--- src/rtl/mrg_pkg.sv ---
package mrg_pkg;

  typedef enum logic [2:0] {
    CMD_NOP   = 3'd0,
    CMD_MRL   = 3'd1,
    CMD_ACT   = 3'd2,
    CMD_READ  = 3'd3,
    CMD_WRITE = 3'd4,
    CMD_PRE   = 3'd5,
    CMD_REF   = 3'd6,
    CMD_OTHER = 3'd7
  } cmd_e;

  localparam logic [2:0] BL_FOUR = 3'b010;

  function automatic int unsigned gap_nonread(input int unsigned grade);
    return (grade == 0) ? 5 : 4;
  endfunction

  function automatic int unsigned gap_read(input int unsigned grade);
    return (grade == 0) ? 15 : 12;
  endfunction

endpackage

--- src/rtl/mrg_mode_decode.sv ---
module mrg_mode_decode #(
  parameter int unsigned AW      = 13,
  parameter int unsigned DLL_BIT = 8
) (
  input  logic          clk,
  input  logic          rst_n,
  input  logic          mrl_fire,
  input  logic [AW-1:0] addr,
  output logic [2:0]    mode_bl,
  output logic          err_bl,
  output logic          err_bt,
  output logic          dll_pulse
);
  import mrg_pkg::*;

  logic bl_ok;
  assign bl_ok = (addr[2:0] == BL_FOUR);

  always_ff @(posedge clk or negedge rst_n) begin
    if (!rst_n) begin
      mode_bl   <= BL_FOUR;
      err_bl    <= 1'b0;
      err_bt    <= 1'b0;
      dll_pulse <= 1'b0;
    end else begin
      dll_pulse <= mrl_fire & addr[DLL_BIT];
      if (mrl_fire) begin
        err_bl <= ~bl_ok;
        err_bt <= addr[3];
        if (bl_ok) mode_bl <= addr[2:0];
      end
    end
  end

  // a reserved code never replaces the stored burst length
  a_r2_reserved_kept: assert property (@(posedge clk) disable iff (!rst_n)
    (mrl_fire && addr[2:0] != BL_FOUR) |=> (err_bl && mode_bl == $past(mode_bl)));

  // only the legal code is ever stored
  a_r1_legal_only: assert property (@(posedge clk) disable iff (!rst_n)
    mode_bl == BL_FOUR);

  // the DLL flag lasts one cycle unless a fresh MRL re-arms it
  a_r7_dll_one_cycle: assert property (@(posedge clk) disable iff (!rst_n)
    (dll_pulse && !mrl_fire) |=> !dll_pulse);

endmodule

--- src/rtl/mrg_gap_counter.sv ---
module mrg_gap_counter #(
  parameter int unsigned LOAD = 4
) (
  input  logic clk,
  input  logic rst_n,
  input  logic load,
  input  logic clr,
  output logic zero
);
  localparam int unsigned W = $clog2(LOAD + 2);
  localparam logic [W-1:0] LOAD_V = W'(LOAD);

  logic [W-1:0] cnt;

  always_ff @(posedge clk or negedge rst_n) begin
    if (!rst_n)             cnt <= '0;
    else if (load)          cnt <= LOAD_V;
    else if (clr)           cnt <= '0;
    else if (cnt != '0)     cnt <= cnt - 1'b1;
  end

  assign zero = (cnt == '0);

  // a running gap shrinks by exactly one per cycle
  a_r4_gap_steps: assert property (@(posedge clk) disable iff (!rst_n)
    (!load && !clr && cnt != '0) |=> (cnt == $past(cnt) - 1'b1));

  // a load always restarts the full gap
  a_r5_gap_loaded: assert property (@(posedge clk) disable iff (!rst_n)
    load |=> (cnt == LOAD_V));

endmodule

--- src/rtl/mrg_col_burst.sv ---
module mrg_col_burst #(
  parameter int unsigned CW = 10
) (
  input  logic          clk,
  input  logic          rst_n,
  input  logic          start,
  input  logic          start_wr,
  input  logic [CW-3:0] base,
  output logic          col_valid,
  output logic          col_wr,
  output logic [CW-1:0] col_addr,
  output logic          col_last,
  output logic          can_start
);
  logic          active;
  logic [1:0]    beat;
  logic [CW-3:0] blk;

  always_ff @(posedge clk or negedge rst_n) begin
    if (!rst_n) begin
      active <= 1'b0;
      beat   <= 2'd0;
      blk    <= '0;
      col_wr <= 1'b0;
    end else if (start) begin
      active <= 1'b1;
      beat   <= 2'd0;
      blk    <= base;
      col_wr <= start_wr;
    end else if (active) begin
      if (beat == 2'd3) active <= 1'b0;
      beat <= beat + 2'd1;
    end
  end

  assign col_valid = active;
  assign col_addr  = {blk, beat};
  assign col_last  = active && (beat == 2'd3);
  assign can_start = !active || (beat == 2'd3);

  // offsets advance by one within the same block
  a_r10_sequential: assert property (@(posedge clk) disable iff (!rst_n)
    (col_valid && !col_last && !start) |=>
      (col_valid && col_addr[1:0] == $past(col_addr[1:0]) + 2'd1 &&
       col_addr[CW-1:2] == $past(col_addr[CW-1:2])));

  // a burst begins at offset zero
  a_r10_first_beat: assert property (@(posedge clk) disable iff (!rst_n)
    start |=> (col_valid && col_addr[1:0] == 2'd0));

  // a new burst never cuts an unfinished one
  a_r11_no_cut: assert property (@(posedge clk) disable iff (!rst_n)
    start |-> (!col_valid || col_last));

endmodule

--- src/rtl/mrs_timing_guard.sv ---
module mrs_timing_guard #(
  parameter int unsigned SPEED_GRADE = 0,
  parameter int unsigned AW          = 13,
  parameter int unsigned CW          = 10,
  parameter int unsigned DLL_BIT     = 8
) (
  input  logic          clk,
  input  logic          rst_n,
  input  logic          in_valid,
  output logic          in_ready,
  input  logic [2:0]    in_cmd,
  input  logic [AW-1:0] in_addr,
  output logic          stall,
  output logic          iss_valid,
  output logic [2:0]    iss_cmd,
  output logic [AW-1:0] iss_addr,
  output logic [2:0]    mode_bl,
  output logic          err_bl,
  output logic          err_bt,
  output logic          dll_rst_pulse,
  output logic          col_valid,
  output logic          col_wr,
  output logic [CW-1:0] col_addr,
  output logic          col_last
);
  import mrg_pkg::*;

  localparam int unsigned TMRD  = gap_nonread(SPEED_GRADE);
  localparam int unsigned TMRDR = gap_read(SPEED_GRADE);
  localparam int unsigned SW    = $clog2(TMRDR + 2);

  logic is_nop, is_read, is_write, is_rw, is_mrl;
  logic nr_zero, rd_zero, burst_free;
  logic fire, mrl_fire, rw_fire, dll_req;

  assign is_nop   = (in_cmd == CMD_NOP);
  assign is_read  = (in_cmd == CMD_READ);
  assign is_write = (in_cmd == CMD_WRITE);
  assign is_mrl   = (in_cmd == CMD_MRL);
  assign is_rw    = is_read | is_write;

  always_comb begin
    if (is_nop)       in_ready = 1'b1;
    else if (is_read) in_ready = rd_zero & burst_free;
    else if (is_write) in_ready = nr_zero & burst_free;
    else              in_ready = nr_zero;
  end

  assign fire      = in_valid & in_ready;
  assign stall     = in_valid & ~in_ready;
  assign mrl_fire  = fire & is_mrl;
  assign rw_fire   = fire & is_rw;
  assign dll_req   = in_addr[DLL_BIT];

  assign iss_valid = fire;
  assign iss_cmd   = in_cmd;
  assign iss_addr  = is_rw ? {in_addr[AW-1:2], 2'b00} : in_addr;

  mrg_mode_decode #(.AW(AW), .DLL_BIT(DLL_BIT)) u_decode (
    .clk(clk), .rst_n(rst_n), .mrl_fire(mrl_fire), .addr(in_addr),
    .mode_bl(mode_bl), .err_bl(err_bl), .err_bt(err_bt), .dll_pulse(dll_rst_pulse)
  );

  mrg_gap_counter #(.LOAD(TMRD - 1)) u_gap_nr (
    .clk(clk), .rst_n(rst_n), .load(mrl_fire & ~dll_req),
    .clr(mrl_fire & dll_req), .zero(nr_zero)
  );

  mrg_gap_counter #(.LOAD(TMRDR - 1)) u_gap_rd (
    .clk(clk), .rst_n(rst_n), .load(mrl_fire), .clr(1'b0), .zero(rd_zero)
  );

  mrg_col_burst #(.CW(CW)) u_burst (
    .clk(clk), .rst_n(rst_n), .start(rw_fire), .start_wr(is_write),
    .base(in_addr[CW-1:2]), .col_valid(col_valid), .col_wr(col_wr),
    .col_addr(col_addr), .col_last(col_last), .can_start(burst_free)
  );

  // Independent age of the last MRL, saturating, for the timing checks
  logic [SW-1:0] age;
  logic          seen, seen_dll;
  always_ff @(posedge clk or negedge rst_n) begin
    if (!rst_n) begin
      age <= '0; seen <= 1'b0; seen_dll <= 1'b0;
    end else if (mrl_fire) begin
      age <= SW'(1); seen <= 1'b1; seen_dll <= dll_req;
    end else if (age < SW'(TMRDR)) begin
      age <= age + 1'b1;
    end
  end

  // READ never leaves before the read gap
  a_r5_read_gap: assert property (@(posedge clk) disable iff (!rst_n)
    (iss_valid && iss_cmd == CMD_READ && seen) |-> (age >= SW'(TMRDR)));

  // non-read never leaves before the short gap, unless DLL reset
  a_r4_nonread_gap: assert property (@(posedge clk) disable iff (!rst_n)
    (iss_valid && iss_cmd != CMD_READ && iss_cmd != CMD_NOP && seen && !seen_dll)
      |-> (age >= SW'(TMRD)));

  // NOP is never held back
  a_r6_nop_passes: assert property (@(posedge clk) disable iff (!rst_n)
    (in_valid && in_cmd == CMD_NOP) |-> (iss_valid && !stall));

  // issued column accesses are block aligned
  a_r9_aligned: assert property (@(posedge clk) disable iff (!rst_n)
    (iss_valid && (iss_cmd == CMD_READ || iss_cmd == CMD_WRITE)) |-> (iss_addr[1:0] == 2'b00));

endmodule

--- config.mk ---
export PLATFORM = sky130hd
export DESIGN_NAME = mrs_timing_guard
export DESIGN_NICKNAME = d
export VERILOG_FILES = /design/src/rtl/mrg_pkg.sv /design/src/rtl/mrg_mode_decode.sv /design/src/rtl/mrg_gap_counter.sv /design/src/rtl/mrg_col_burst.sv /design/src/rtl/mrs_timing_guard.sv
export SDC_FILE = /design/constraint.sdc
export NUM_CORES = 1
export LEC_CHECK = 0
export CAP_MARGIN = 20
export CORE_UTILIZATION = 38
export CTS_CLUSTER_DIAMETER = 60
export DETAILED_ROUTE_END_ITERATION = 16
export GPL_ROUTABILITY_DRIVEN = 0
export MAX_ROUTING_LAYER = met4
export PLACE_DENSITY_LB_ADDON = 0.3
export SYNTH_ARGS = -nofsm -noshare
export SYNTH_HDL_FRONTEND = slang
export SYNTH_SLANG_ARGS = --single-unit
--- constraint.sdc ---
create_clock -name clk -period 1.9 [get_ports clk]
set_input_delay 0.475 -clock clk [delete_from_list [all_inputs] [get_ports clk]]
set_output_delay 0.475 -clock clk [all_outputs]
set_load 0.02 [all_outputs]
Word level (Yosys, flattened, before mapping)
Cells that the tools add are included.
{"block": "totals", "mem_bits_rw": 0, "n_memories": 0, "romBits": 0, "register_bits": 25, "word_cells": 56, "out_inout_bits": 38, "latchBits": 0}
{"block": "classes", "multipliers": 0, "order_cmp": 0, "div_mod_pow": 0, "n_reduce_logical": 12, "n_addsub": 3, "muxes": 14, "shift": 0, "eq_ne": 5, "n_bitwise": 12}
{"operator": "$mux W3", "n": 3}
{"operator": "$and A1 B1 Y1", "n": 8}
{"operator": "$mux W4", "n": 2}
{"operator": "$eq A3 B2 Y1 const B", "n": 2}
{"operator": "$logic_not A3 Y1", "n": 2}
{"operator": "$mux W1", "n": 6}
{"operator": "$mux W2", "n": 3}
{"operator": "$reduce_bool A3 Y1", "n": 2}
{"operator": "$logic_not A4 Y1", "n": 1}
{"operator": "$reduce_bool A2 Y1", "n": 2}
{"operator": "$reduce_bool A4 Y1", "n": 1}
{"operator": "$sub A4 B1 Y4 const B", "n": 1}
{"operator": "$eq A3 B1 Y1 const B", "n": 1}
{"operator": "$eq A3 B3 Y1 const B", "n": 1}
{"operator": "$not A1 Y1", "n": 3}
{"operator": "$sub A3 B1 Y3 const B", "n": 1}
{"operator": "$add A2 B1 Y2 const B", "n": 1}
{"operator": "$eq A2 B2 Y1 const B", "n": 1}
{"operator": "$reduce_and A2 Y1", "n": 1}
{"operator": "$logic_and A1 B1 Y1", "n": 1}
{"operator": "$logic_not A1 Y1", "n": 1}
{"operator": "$logic_or A1 B1 Y1", "n": 1}
{"operator": "$or A1 B1 Y1", "n": 1}

Depth between registers and ports, before layout
Gate-level depths: netlist of the first run.
{"block": "logic_depth", "word_depth": 11, "ltp_mapped": 7, "depth_no_buf": 6}

Cells and area by module
Synthesis of the first run repeated with hierarchy kept, for this count alone.
{"block": "hier_totals", "hier_cells": 126, "hier_area_um2": 1430.1}
{"mod": "mrg_col_burst", "cells_each": 30, "instances": 1, "area_per_inst_um2": 496.7, "seq_area_each_um2": 300.3}
{"mod": "mrs_timing_guard", "cells_each": 46, "instances": 1, "area_per_inst_um2": 327.8, "seq_area_each_um2": 0.0}
{"mod": "mrg_gap_counter (u_gap_rd)", "cells_each": 20, "instances": 1, "area_per_inst_um2": 226.5, "seq_area_each_um2": 100.1}
{"mod": "mrg_mode_decode", "cells_each": 14, "instances": 1, "area_per_inst_um2": 212.7, "seq_area_each_um2": 151.4}
{"mod": "mrg_gap_counter (u_gap_nr)", "cells_each": 16, "instances": 1, "area_per_inst_um2": 166.4, "seq_area_each_um2": 75.1}

Worst setup path after synthesis of the first run
No wires, ideal clock.
{"block": "synth_timing", "path_kind": "register to output", "start": "register u_burst.beat[0]", "end": "output port stall", "path_stages_with_launch": 6, "setup_slack_ns": -0.148, "t_arrival_ns": 1.573, "required_time_ns": 1.425, "path_cell_list": "dfrtp_1 > ha_1 > nand2b_1 > nor3_1 > o21ai_0 > a31oi_1"}
{"block": "synth_via", "elab_chain_cells": 8}
{"item": "from (decl)", "line_no": "mrg_col_burst.sv:16", "text": "logic [1:0] beat;"}
{"item": "from (signal assigned)", "line_no": "mrg_col_burst.sv:32", "text": "beat <= beat + 2'd1;"}
{"item": "$eq A2 B2 Y1 (*)", "line_no": "mrg_col_burst.sv:39", "text": "assign can_start = !active || (beat == 2'd3);"}
{"item": "$logic_or A1 B1 Y1 (*)", "line_no": "mrg_col_burst.sv:39"}
{"item": "$and A1 B1 Y1", "line_no": "mrs_timing_guard.sv:45", "text": "else if (is_write) in_ready = nr_zero & burst_free;"}
{"item": "$mux W1", "line_no": "mrs_timing_guard.sv:45"}
{"item": "$mux W1 (*)", "line_no": "mrs_timing_guard.sv:44", "text": "else if (is_read) in_ready = rd_zero & burst_free;"}
{"item": "$mux W1 (*)", "line_no": "mrs_timing_guard.sv:43", "text": "if (is_nop) in_ready = 1'b1;"}
{"item": "$not A1 Y1 (*)", "line_no": "mrs_timing_guard.sv:50", "text": "assign stall = in_valid & ~in_ready;"}
{"item": "$and A1 B1 Y1 (*)", "line_no": "mrs_timing_guard.sv:50"}
{"item": "to (decl)", "line_no": "mrs_timing_guard.sv:13", "text": "output logic stall,"}
Every way passes the cells marked *; elsewhere a longest branch is shown, timed or not.

Final worst setup path of the first run
{"block": "layout_timing", "start": "register u_gap_rd.cnt[1]", "end": "output port in_ready"}
{"block": "layout_via", "elab_chain_cells": 4}
{"item": "from (decl)", "line_no": "mrg_gap_counter.sv:13", "text": "logic [W-1:0] cnt;"}
{"item": "from (signal assigned)", "line_no": "mrg_gap_counter.sv:19", "text": "else if (cnt != '0) cnt <= cnt - 1'b1;"}
{"item": "$logic_not A4 Y1", "line_no": "mrg_gap_counter.sv:22", "text": "assign zero = (cnt == '0);"}
{"item": "$and A1 B1 Y1", "line_no": "mrs_timing_guard.sv:44"}
{"item": "$mux W1", "line_no": "mrs_timing_guard.sv:44"}
{"item": "$mux W1", "line_no": "mrs_timing_guard.sv:43"}
{"item": "to (decl)", "line_no": "mrs_timing_guard.sv:10", "text": "output logic in_ready,"}
No other way between the ends.

==> summary.txt, run 1 <==
Placed design
  • IO Port Bufs: 50
  • Cell Area, Placed: 0.00203 sq mm
  • Placement Setup Slack: -859 ps
  • Detailed Place HPWL: 2540 um

Floorplanning
  • Die W: 62.1 um
  • Die height: 62.1 um
  • Core ar.: 0.00339 sq mm
  • Cell row count: 21
  • Die area: 0.00385 sq mm
  • Starting density of the core: 40.5%
  • # IOs: 57

Route
  • Final wirelength: 3330 um
  • DRC Markers: 0
  • Drt pass-1 iters: 4
  • Final ANT Viol Nets: 0
  • Mean routed wirelength per cell: 14.0 um
  • Via count: 1135
  • Starting DRC count in detailed routing: 44
  • Post-DR vias/cell: 4.77

Critical path
  • Worst path buffer plus inverter count: 2
  • CP Capture Type: output port
  • Delay-heaviest family, CP: simple AND/OR/NAND/NOR gates
  • CP max stage cell: dfrtp_1
  • CP Class: flop to output port
  • R2r setup slk: 20 ps
  • Critical Path Source Type: flop
  • Largest stage delay, worst path: 420 ps
  • Crit Path Max Fanout: 3
  • Cell Chain, Critical Path: inv_2 -> ha_4 -> nor3b_4 -> a21oi_2 -> o21ai_2 -> and3_4 -> buf_6
  • CP arrival: 1740 ps
  • Worst path required time: 1420 ps

GRT
  • Largest net degree at the start of global routing: 18
  • Initial antenna violation count: 0
  • Vias in the first global route: 1082
  • GRT overflow: 0
  • First-pass GRT wire length: 4670 um
  • Tot GR Track Use: 17.6%

Outcome
  • Failing checks: setup timing
  • Status: complete, but fails checks

CTS
  • CTS Buf Count: 3
  • CTS Sinks: 25
  • Skew-Pair Late Insertion Delay: 310 ps
  • TritonCTS clock tree: built
  • Hold_buf cts: 0
  • H-tree depth: 1
  • Clock tree buffer depth: 2
  • Clock-pin transition on the worst setup and hold timing paths: 130 ps
  • Clock Root Buffer: clkbuf_4

Yosys
  • Sequential-to-total area share from yosys stat: 45.7%
  • Yosys cell types: 38
  • Total number of yosys warnings: 0
  • Post-synth top area share: 43.8%
  • Synthesized instance count: 123
  • Top cells by area, synth: dfrtp_1 (44%), buf_4 (7.7%), mux2_4 (7.7%)
  • Synth Cell Area: 0.00137 sq mm
  • Syn_area_per_cell: 11.1 sq um
  • Yosys top cell by area: dfrtp_1
  • Synthesized flop and latch total: 25
  • Net Count, Synth: 147

Timing
  • Final hold viol count: 0
  • Tmin final: 2220 ps
  • FMAX: 451 MHz
  • Rel. slew slack: 70.1%
  • Worst slew pin tran: 447 ps
  • Endpoints failing setup: 3
  • Fin crit share: 117%
  • Pins Over Slew Limit: 0
  • Layout Skew: 6.80 ps
  • Fin worst setup slack: -316 ps
  • RSZ-0062 raised after global routing: yes

Finish
  • Synth-to-Final Area Change: 57.0%
  • Filler Cell Count: 285
  • ANT cells: 0
  • Most frequent cells in the layout: buf_4 (30), clkdlybuf4s50_1 (27), dfrtp_1 (24), dlygate4sd2_1 (13), mux2_4 (8)
  • Final Instance Area: 0.00215 sq mm
  • Layout cells sized above 1: 38.5%
  • Final #Nets: 217
  • Final core occ: 63.5%
  • Commonest non-fill, non-tap cell in the layout: buf_4

Worst hold path
  • Hold Crit Class: primary input to asynchronous set/reset pin

Power and ir drop
  • Pwr dens: 1280 mW/mm^2
  • Pleak: 1.06 nW
  • Max VDD drop: 0.608 mV

Job
  • Number of max-cap violations: 0
worst paths after layout:
check	from	endpoint	depth (start not counted)
min reg2reg	u_decode.mode_bl[2]	u_decode.mode_bl[2]	1
min	rst_n	u_burst.blk[1]	1
min in group clk	u_decode.mode_bl[2]	u_decode.mode_bl[2]	1
max reg2reg	u_gap_rd.cnt[1]	u_burst.blk[2]	8
max in group asynchronous	rst_n	u_gap_rd.cnt[3]	2
max	u_gap_rd.cnt[1]	in_ready	7
cells in the mapped netlist, drive strengths merged:
cell type / number
o21ai: 5
or3: 2
nor3b: 1
buf: 16
nand3b: 1
and3b: 1
nand3: 1
nand2b: 4
ha: 5
a211o: 1
nor3: 3
xor2: 1
nand2: 6
and2: 8
dfstp: 1
a21oi: 3
o211ai: 1
a32o: 1
a211oi: 1
inv: 5
and3: 2
xnor2: 3
and2b: 1
o2111a: 1
nor2: 8
a31oi: 3
mux2i: 1
nor2b: 2
o21a: 1
dfrtp: 24
mux2: 10
logic make-up after synthesis:
family | count (synthesis) | synth area share, %
xor gates and xnor gates | 4 | 2.56
DFF | 25 | 45.7
buffers and inverters | 21 | 10.2
muxes | 11 | 10.9
adders and majority gates | 5 | 4.56
and+or+nand+nor | 40 | 17.2
AOI/OAI and AO/OA | 17 | 8.85
state kept, by name (all words and copies together) (netlist names):
signal,cells
u_burst.beat,2
u_burst.blk,8
u_burst.col_valid,1
u_burst.col_wr,1
u_decode.dll_pulse,1
u_decode.err_bl,1
u_decode.err_bt,1
u_decode.mode_bl,3
u_gap_nr.cnt,3
u_gap_rd.cnt,4
worst reg2reg max path: cells and delay by family, from the launching register on:
kind | cells | cell delay (ps)
AO/OA/AOI/OAI | 2 | 260
adder cells (fa/ha/maj) | 1 | 130
buffers and inverters | 3 | 450
flip-flops | 1 | 420
multiplexers | 1 | 290
AND/OR/NAND/NOR | 1 | 250
layout make-up:
cell class | instances | area (sq um) | area share, %
Tap cell | 46 | 57.6 | 2.67
Multi-Input combinational cell | 77 | 684 | 31.8
Sequential cell | 25 | 627 | 29.1
Clock buffer | 4 | 26.3 | 1.22
Inverter | 5 | 18.8 | 0.872
Timing Repair Buffer | 81 | 739 | 34.3
report_power, final:
| part | total, mW | leakage, nW | internal [mW] | switching [mW] |
|---|---|---|---|---|
| logic | 1.64 | 0.727 | 0.921 | 0.718 |
| registers | 0.876 | 0.315 | 0.744 | 0.132 |
| clock network | 0.235 | 0.0150 | 0.0820 | 0.153 |
| total | 2.75 | 1.06 | 1.75 | 1.00 |
layer usage:
layer | routed length [um] | global-route usage, % | share of wire, % | vias to the layer above
met1 | 1350 | 20.4 | 41 | 557
met2 | 1820 | 31.5 | 55 | 33
met3 | 140 | 2.28 | 4.2 | 2
li1 | - | - | - | 543
met5 | 0 | - | 0 | -
met4 | 15 | 5.71 | 0.45 | 0
stage by stage:
stage / TNS, ps / cells / power [mW] / hold WS (ps)
CTS: -1360 / 233 / 2.67 / 461
finish: -863 / 238 / 2.75 / 455
floorplan: -60.5 / 123 / 1.69 / 179
detailed placement: -10260 / 228 / 2.39 / 478
global placement: -8750 / 228 / 2.32 / 470
global route: -1700 / 238 / 2.95 / 467
timing repair:
item / CTS / global route
gates cloned: 0 / 1
pin swaps: 5 / 10
buffers inserted: 1 / 5
gates resized for setup: 51 / 18
endpoints found under the setup margin: 26 / 16
Note: power is estimated with default switching activity, not from simulation.
==> run 2: changes to the inputs <==
--- a/config.mk
+++ b/config.mk
@@ -12,6 +12,7 @@
 export GPL_ROUTABILITY_DRIVEN = 0
 export MAX_ROUTING_LAYER = met4
 export PLACE_DENSITY_LB_ADDON = 0.3
+export SETUP_SLACK_MARGIN = 0.05
 export SYNTH_ARGS = -nofsm -noshare
 export SYNTH_HDL_FRONTEND = slang
 export SYNTH_SLANG_ARGS = --single-unit
==> run 2 against run 1 <==
Against the previous run:
- the run still ends with setup timing left
- wire length grew 3.7%
- utilization grew 1.2 points
- final cell count grew 1.7%
- design area grew 1.9%
- clock skew shrank 4.5 ps
- total power grew 1.1%
- critical endpoint unchanged
==> summary.txt, run 2 (synthesized netlist as in run 1, its figures left out) <==
Outcome
  • Status: complete, but fails checks
  • Failing checks: setup timing

Floorplanning
  • Cell row count: 21
  • Core ar.: 0.00339 sq mm
  • Die height: 62.1 um
  • Die W: 62.1 um
  • Die area: 0.00385 sq mm
  • Starting density of the core: 40.5%
  • # IOs: 57

Finish
  • Area of the multi-input gates: 697 sq um
  • Filler Cell Count: 268
  • Synth-to-Final Area Change: 60.0%
  • Biggest regs: u_burst.blk (8), u_gap_rd.cnt (4)
  • Layout cells sized above 1: 42.3%
  • Final #Nets: 221
  • Most frequent cells in the layout: buf_4 (34), dfrtp_1 (23), clkdlybuf4s50_1 (21), dlygate4sd2_1 (13)
  • Commonest non-fill, non-tap cell in the layout: buf_4
  • Largest register by flop count: u_burst.blk
  • Register area: 628 sq um
  • ANT cells: 0
  • Number of flip-flops in the largest register: 8
  • Final Non-Filler Cells: 242

GRT
  • GRT overflow: 0
  • First-pass GRT wire length: 5040 um
  • Largest net degree at the start of global routing: 26
  • Vias in the first global route: 1065
  • Tot GR Track Use: 19.2%
  • Initial antenna violation count: 0

Placed design
  • Detailed Place HPWL: 2530 um
  • Placed cells: 234
  • IO Port Bufs: 50

Route
  • Via count: 1133
  • DRC Markers: 0
  • Drt pass-1 iters: 4
  • Final ANT Viol Nets: 0
  • Mean routed wirelength per cell: 14.2 um
  • Final wirelength: 3450 um
  • Post-DR vias/cell: 4.68
  • Starting DRC count in detailed routing: 22

Critical path
  • CP arrival: 1800 ps
  • Worst path required time: 1420 ps
  • CP Capture Type: output port
  • Largest stage delay, worst path: 410 ps
  • Crit Path Max Fanout: 3
  • Worst path buffer plus inverter count: 2
  • R2R Path End: u_burst.blk[2]
  • Reg2Reg Depth: 8
  • CP Class: flop to output port
  • CP max stage cell: dfrtp_1
  • Cell Chain, Critical Path: inv_2 -> ha_4 -> nor3b_4 -> a21oi_2 -> o21ai_2 -> and3_4 -> buf_6
  • Delay-heaviest family, CP: simple AND/OR/NAND/NOR gates
  • Worst Setup SP: u_gap_rd.cnt[1]
  • Critical Path Source Type: flop
  • R2r setup slk: 30 ps
  • R2r startpoint: u_gap_nr.cnt[1]

Timing
  • Hold WS: 470 ps
  • Pins Over Slew Limit: 0
  • Fin worst setup slack: -378 ps
  • Worst slew pin tran: 316 ps
  • RSZ-0062 raised after global routing: yes
  • Tmin final: 2280 ps
  • FMAX: 439 MHz
  • Final hold viol count: 0
  • Endpoints failing setup: 3
  • Rel. slew slack: 78.9%
  • Fin crit share: 120%
  • Layout Skew: 2.34 ps

CTS
  • Skew-Pair Late Insertion Delay: 340 ps
  • CTS Buf Count: 3
  • CTS Sinks: 25
  • TritonCTS clock tree: built
  • Clock Root Buffer: clkbuf_4
  • Clock-pin transition on the worst setup and hold timing paths: 150 ps
  • H-tree depth: 1
  • Clock tree buffer depth: 2

Power and ir drop
  • Total power: 2.78 mW
  • Pwr dens: 1270 mW/mm^2
  • Max VDD drop: 0.632 mV
  • Pleak: 1.18 nW

Worst hold path
  • Hold Crit Class: primary input to asynchronous set/reset pin

Job
  • Number of max-cap violations: 0
==> run 2: changes by cell type in the layout (fill, tap and decap cells not counted), moves of 3 or more <==
cell             change
dlymetal6s2s_1       +6
buf_6                +3
clkbuf_2             -3
buf_4                +4
clkdlybuf4s50_1      -6
buf_2                +3
==> run 2: routing by layer <==
metal / vias up / share of wire (%) / GRT usage [%]
met3: 5 / 3.4 / 2.69
met2: 29 / 53 / 32.1
met1: 545 / 42 / 23.7
li1: 554 / - / -
met5: - / 0 / -
met4: 0 / 1.3 / 6.67
==> run 2: final cells by class <==
type	count	share of cell area, %
flip-flops and latches	25	28.6
inverters	5	0.855
clock inverters	1	0.342
clock buffers	3	1.03
multi-input cells	77	31.8
repair buffers	85	34.8
well taps	46	2.62
==> run 2: stage by stage <==
stage | TNS [ps] | area (sq um) | util [%] | setup WS (ps)
after floorplan | 0 | 1410 | - | 49.2
after global placement | -10000 | 2090 | 61.7 | -798
after detailed placement | -11280 | 2090 | 61.7 | -881
after CTS | -996 | 2160 | 63.6 | -374
after global routing | -1400 | 2190 | 64.7 | -445
final | -1020 | 2190 | 64.7 | -378
==> run 2: report_power, final <==
group | leakage [nW] | total (mW) | switching [mW] | internal (mW)
clock network | 0.0139 | 0.264 | 0.183 | 0.0809
logic | 0.849 | 1.64 | 0.735 | 0.906
registers | 0.314 | 0.877 | 0.131 | 0.746
total | 1.18 | 2.78 | 1.05 | 1.73
==> run 2: worst register-to-register path, cell delays in order (launching register included) <==
cell and delay [ps]:
dfrtp_1 390, inv_2 60, ha_4 160, and2b_1 180
buf_6 120, a32o_2 280, o211ai_4 110, buf_12 170
mux2_4 300
==> run 2: worst max-delay path by stage <==
stage                     endpoint  depth (start not counted)
after floorplan           in_ready                          6
after global placement    in_ready                          6
after detailed placement  in_ready                          6
after CTS                 in_ready                          7
after global routing      in_ready                          7
final                     in_ready                          7
==> run 2: repair_timing <==
item                       in CTS  in global routing
pin swaps                       7                  6
setup buffers                   4                  2
hold buffers                    0                  0
resized for setup              67                 13
setup endpoints to repair      29                 21
==> run 3: changes to the inputs <==
--- a/config.mk
+++ b/config.mk
@@ -6,7 +6,7 @@
 export NUM_CORES = 1
 export LEC_CHECK = 0
 export CAP_MARGIN = 20
-export CORE_UTILIZATION = 38
+export CORE_UTILIZATION = 39
 export CTS_CLUSTER_DIAMETER = 60
 export DETAILED_ROUTE_END_ITERATION = 16
 export GPL_ROUTABILITY_DRIVEN = 0
@@ -15,4 +15,5 @@
 export SETUP_SLACK_MARGIN = 0.05
 export SYNTH_ARGS = -nofsm -noshare
 export SYNTH_HDL_FRONTEND = slang
+export SYNTH_HIERARCHICAL = 1
 export SYNTH_SLANG_ARGS = --single-unit
==> run 3 against run 2 <==
Against the previous run:
- highest routed layer unchanged
- final cell count increased by 5.8%
- the run still ends with setup timing left
- utilization increased by 3.2 points
- largest cell class unchanged
- register-to-register slack got worse by 440 ps
- first-iteration DRC count increased by 32%
- worst setup slack got worse by 42 ps
- clock skew increased by 15 ps
- non-clock buffer count increased by 7
- wire length increased by 6.0%
- sequential cell count unchanged
- synthesized cell count increased by 2.4%
==> summary.txt, run 3 <==
Yosys
  • Synthesized flop and latch total: 25
  • Synth Area in Simple Gates: 15.7%
  • Post-synth top area share: 42.0%
  • Largest family of logic cells by synthesized area: simple AND/OR/NAND/NOR gates
  • Commonest cells post-synth: dfrtp_1 (24), buf_4 (15), inv_1 (11)
  • Top cells by area, synth: dfrtp_1 (42%), buf_4 (7.9%), mux2_4 (7.3%)
  • Yosys top cell by area: dfrtp_1
  • Synth Cell Area: 0.00143 sq mm
  • Xor and xnor area share after synthesis: 2.45%
  • Most frequent cell after synthesis: dfrtp_1
  • Total number of yosys warnings: 6
  • Synth Area in Adders: 4.37%
  • Syn_area_per_cell: 11.4 sq um
  • Complex-gate fraction of the synthesized area: 11.2%
  • Synthesized instance count: 126
  • Sequential-to-total area share from yosys stat: 43.8%
  • EDFF count, synth: 0
  • Top_reg_cell synth: dfrtp_1
  • Post-synthesis async set-or-reset flop share: 100%
  • Yosys cell types: 41
  • Mux share of post-synthesis cell area: 10.4%

Critical path
  • Cell Chain, Critical Path: inv_2 -> ha_4 -> nor3b_4 -> nand2_2 -> a31o_4 -> a211oi_2 -> buf_4
  • R2R Path End: u_burst/blk[5]
  • Worst Setup SP: u_gap_rd/cnt[1]
  • CP Capture Type: output port
  • Instance count on the critical path: 7
  • CP max stage cell: dfrtp_1
  • Worst path required time: 1420 ps
  • Critical Path Source Type: flop
  • Crit Path Max Fanout: 3
  • Worst path buffer plus inverter count: 2
  • R2r startpoint: u_gap_rd/cnt[1]
  • Delay-heaviest family, CP: flip-flops
  • CP Class: flop to output port
  • Reg2Reg Depth: 9
  • Largest stage delay, worst path: 430 ps
  • CP Capture Point: iss_valid
  • R2r setup slk: -410 ps
  • CP arrival: 1850 ps

GRT
  • Largest net degree at the start of global routing: 26
  • Vias in the first global route: 1413
  • First-pass GRT wire length: 6170 um
  • GRT overflow: 0
  • Tot GR Track Use: 20.7%
  • Initial antenna violation count: 0

CTS
  • CTS Sinks: 25
  • Clock Root Buffer: clkbuf_4
  • Hold_buf cts: 0
  • Clock-pin transition on the worst setup and hold timing paths: 150 ps
  • CTS Buf Count: 3
  • TritonCTS clock tree: built
  • H-tree depth: 1
  • Clock tree buffer depth: 2
  • Skew-Pair Late Insertion Delay: 330 ps

Finish
  • Filler Cell Count: 273
  • Number of flip-flops in the largest register: 8
  • Synth-to-Final Area Change: 62.2%
  • Final Instance Area: 0.00232 sq mm
  • Final #Nets: 235
  • Final core occ: 67.9%
  • Biggest regs: u_burst/blk (8), u_gap_rd/cnt (4)
  • Most frequent cells in the layout: buf_4 (45), clkdlybuf4s50_1 (27), dfrtp_1 (22), dlygate4sd2_1 (13), inv_1 (9)
  • Commonest non-fill, non-tap cell in the layout: buf_4
  • ANT cells: 0
  • Layout cells sized above 1: 42.9%
  • Final Non-Filler Cells: 256
  • Largest register by flop count: u_burst/blk

Timing
  • Layout Skew: 17.0 ps
  • RSZ-0062 raised after global routing: yes
  • FMAX: 431 MHz
  • Pins Over Slew Limit: 0
  • Hold WS: 482 ps
  • Fin crit share: 122%
  • Final hold viol count: 0
  • Setup TNS: -8640 ps
  • Fin worst setup slack: -420 ps
  • Endpoints failing setup: 26
  • Tmin final: 2320 ps

Floorplanning
  • # IOs: 57
  • Starting density of the core: 41.9%
  • Cell row count: 21
  • Die area: 0.00391 sq mm
  • Die height: 62.6 um
  • Core ar.: 0.00342 sq mm
  • Die W: 62.6 um

Worst hold path
  • Hold Crit Class: primary input to asynchronous set/reset pin

Power and ir drop
  • Max VDD drop: 0.683 mV
  • Pwr dens: 1250 mW/mm^2
  • Total power: 2.90 mW
  • Internal power: 1.80 mW
  • Pleak: 1.08 nW
  • Logic gate share of total power: 60.9%
  • Switching Fraction: 37.7%
  • Share of power burned in registers: 30.6%
  • Psw: 1.09 mW
  • Proportion of power drawn by the clock network: 8.6%

Route
  • DR WL met3: 129 um
  • Final ANT Viol Nets: 0
  • Starting DRC count in detailed routing: 29
  • DRC Markers: 0
  • Top Metal Used: met4
  • Mean routed wirelength per cell: 14.3 um
  • Drt pass-1 iters: 5
  • Post-DR vias/cell: 4.73
  • Routed met1 length: 1480 um
  • Final wirelength: 3660 um
  • Met2 wire length: 1960 um
  • Via count: 1210

Placed design
  • Placed cells: 245
  • Detailed Place HPWL: 2670 um
  • Placement Setup Slack: -901 ps
  • Cell Area, Placed: 0.00222 sq mm
  • IO Port Bufs: 50

Job
  • Number of max-cap violations: 0

Outcome
  • Status: complete, but fails checks
  • Failing checks: setup timing
-- run 3: changes by cell type after synthesis, moves of 3 or more --
cell,delta
o21ai_0,-5
o31ai_1,+3
nand2_1,-3
inv_1,+6
nor2b_1,+4
nor2_1,-4
-- run 3: power by group through the flow --
stage / clock, mW / combinational [mW] / sequential [mW]
after floorplan: 0 / 0.746 / 1.09
after global placement: 0 / 1.61 / 0.885
after detailed placement: 0 / 1.67 / 0.901
after CTS: 0.261 / 1.77 / 0.886
after global routing: 0.271 / 1.90 / 0.915
final: 0.248 / 1.76 / 0.886
-- run 3: cell families after synthesis --
group           count (synthesis)
compound gates                 18
simple gates                   34
flops                          25
xor+xnor                        4
other cells                     1
mux                            11
fa+ha+maj                       5
buf+inv                        28
-- run 3: worst min path at each step --
stage	from	slack, ps	endpoint
3_3_place_gp	u_decode/mode_bl[0]	480	u_decode/mode_bl[0]
4_1_cts	rst_n	480	u_decode/mode_bl[2]
6_report	rst_n	480	u_decode/mode_bl[2]
5_1_grt	rst_n	510	u_decode/err_bl
3_5_place_dp	u_decode/err_bl	500	u_decode/err_bl
2_1_floorplan	rst_n	180	u_burst/beat[0]
-- run 3: timing repair --
| action | in CTS | in global routing |
|---|---|---|
| endpoints found under the hold margin | 0 | 0 |
| gates resized for setup | 61 | 8 |
| gates cloned | 0 | 0 |
| endpoints found under the setup margin | 46 | 32 |
| buffers inserted | 5 | 2 |
| pin swaps | 4 | 3 |
-- run 3: metal layers --
| layer | vias to the layer above | global-route usage (%) |
|---|---|---|
| met5 | - | - |
| met4 | 0 | 11.6 |
| met1 | 590 | 21.8 |
| li1 | 580 | - |
| met3 | 10 | 4.38 |
| met2 | 30 | 35.7 |
-- run 3: worst register-to-register path: stages (launching register included) --
cell and delay (ps):
dfrtp_1 430, inv_2 90, ha_4 140, nor3b_4 190, nand2_2 90, a31o_4 230
buf_4 170, a2111oi_4 330, buf_6 210, mux2_2 350
-- run 3: cell type report --
cell class | instances | area, sq um | share of cell area, %
multi-input cells | 77 | 772 | 33.3
inverters | 12 | 45.0 | 1.94
clock buffers | 3 | 22.5 | 0.971
well taps | 46 | 57.6 | 2.48
clock inverters | 1 | 5.00 | 0.216
repair buffers | 92 | 788 | 34.0
flip-flops and latches | 25 | 629 | 27.1
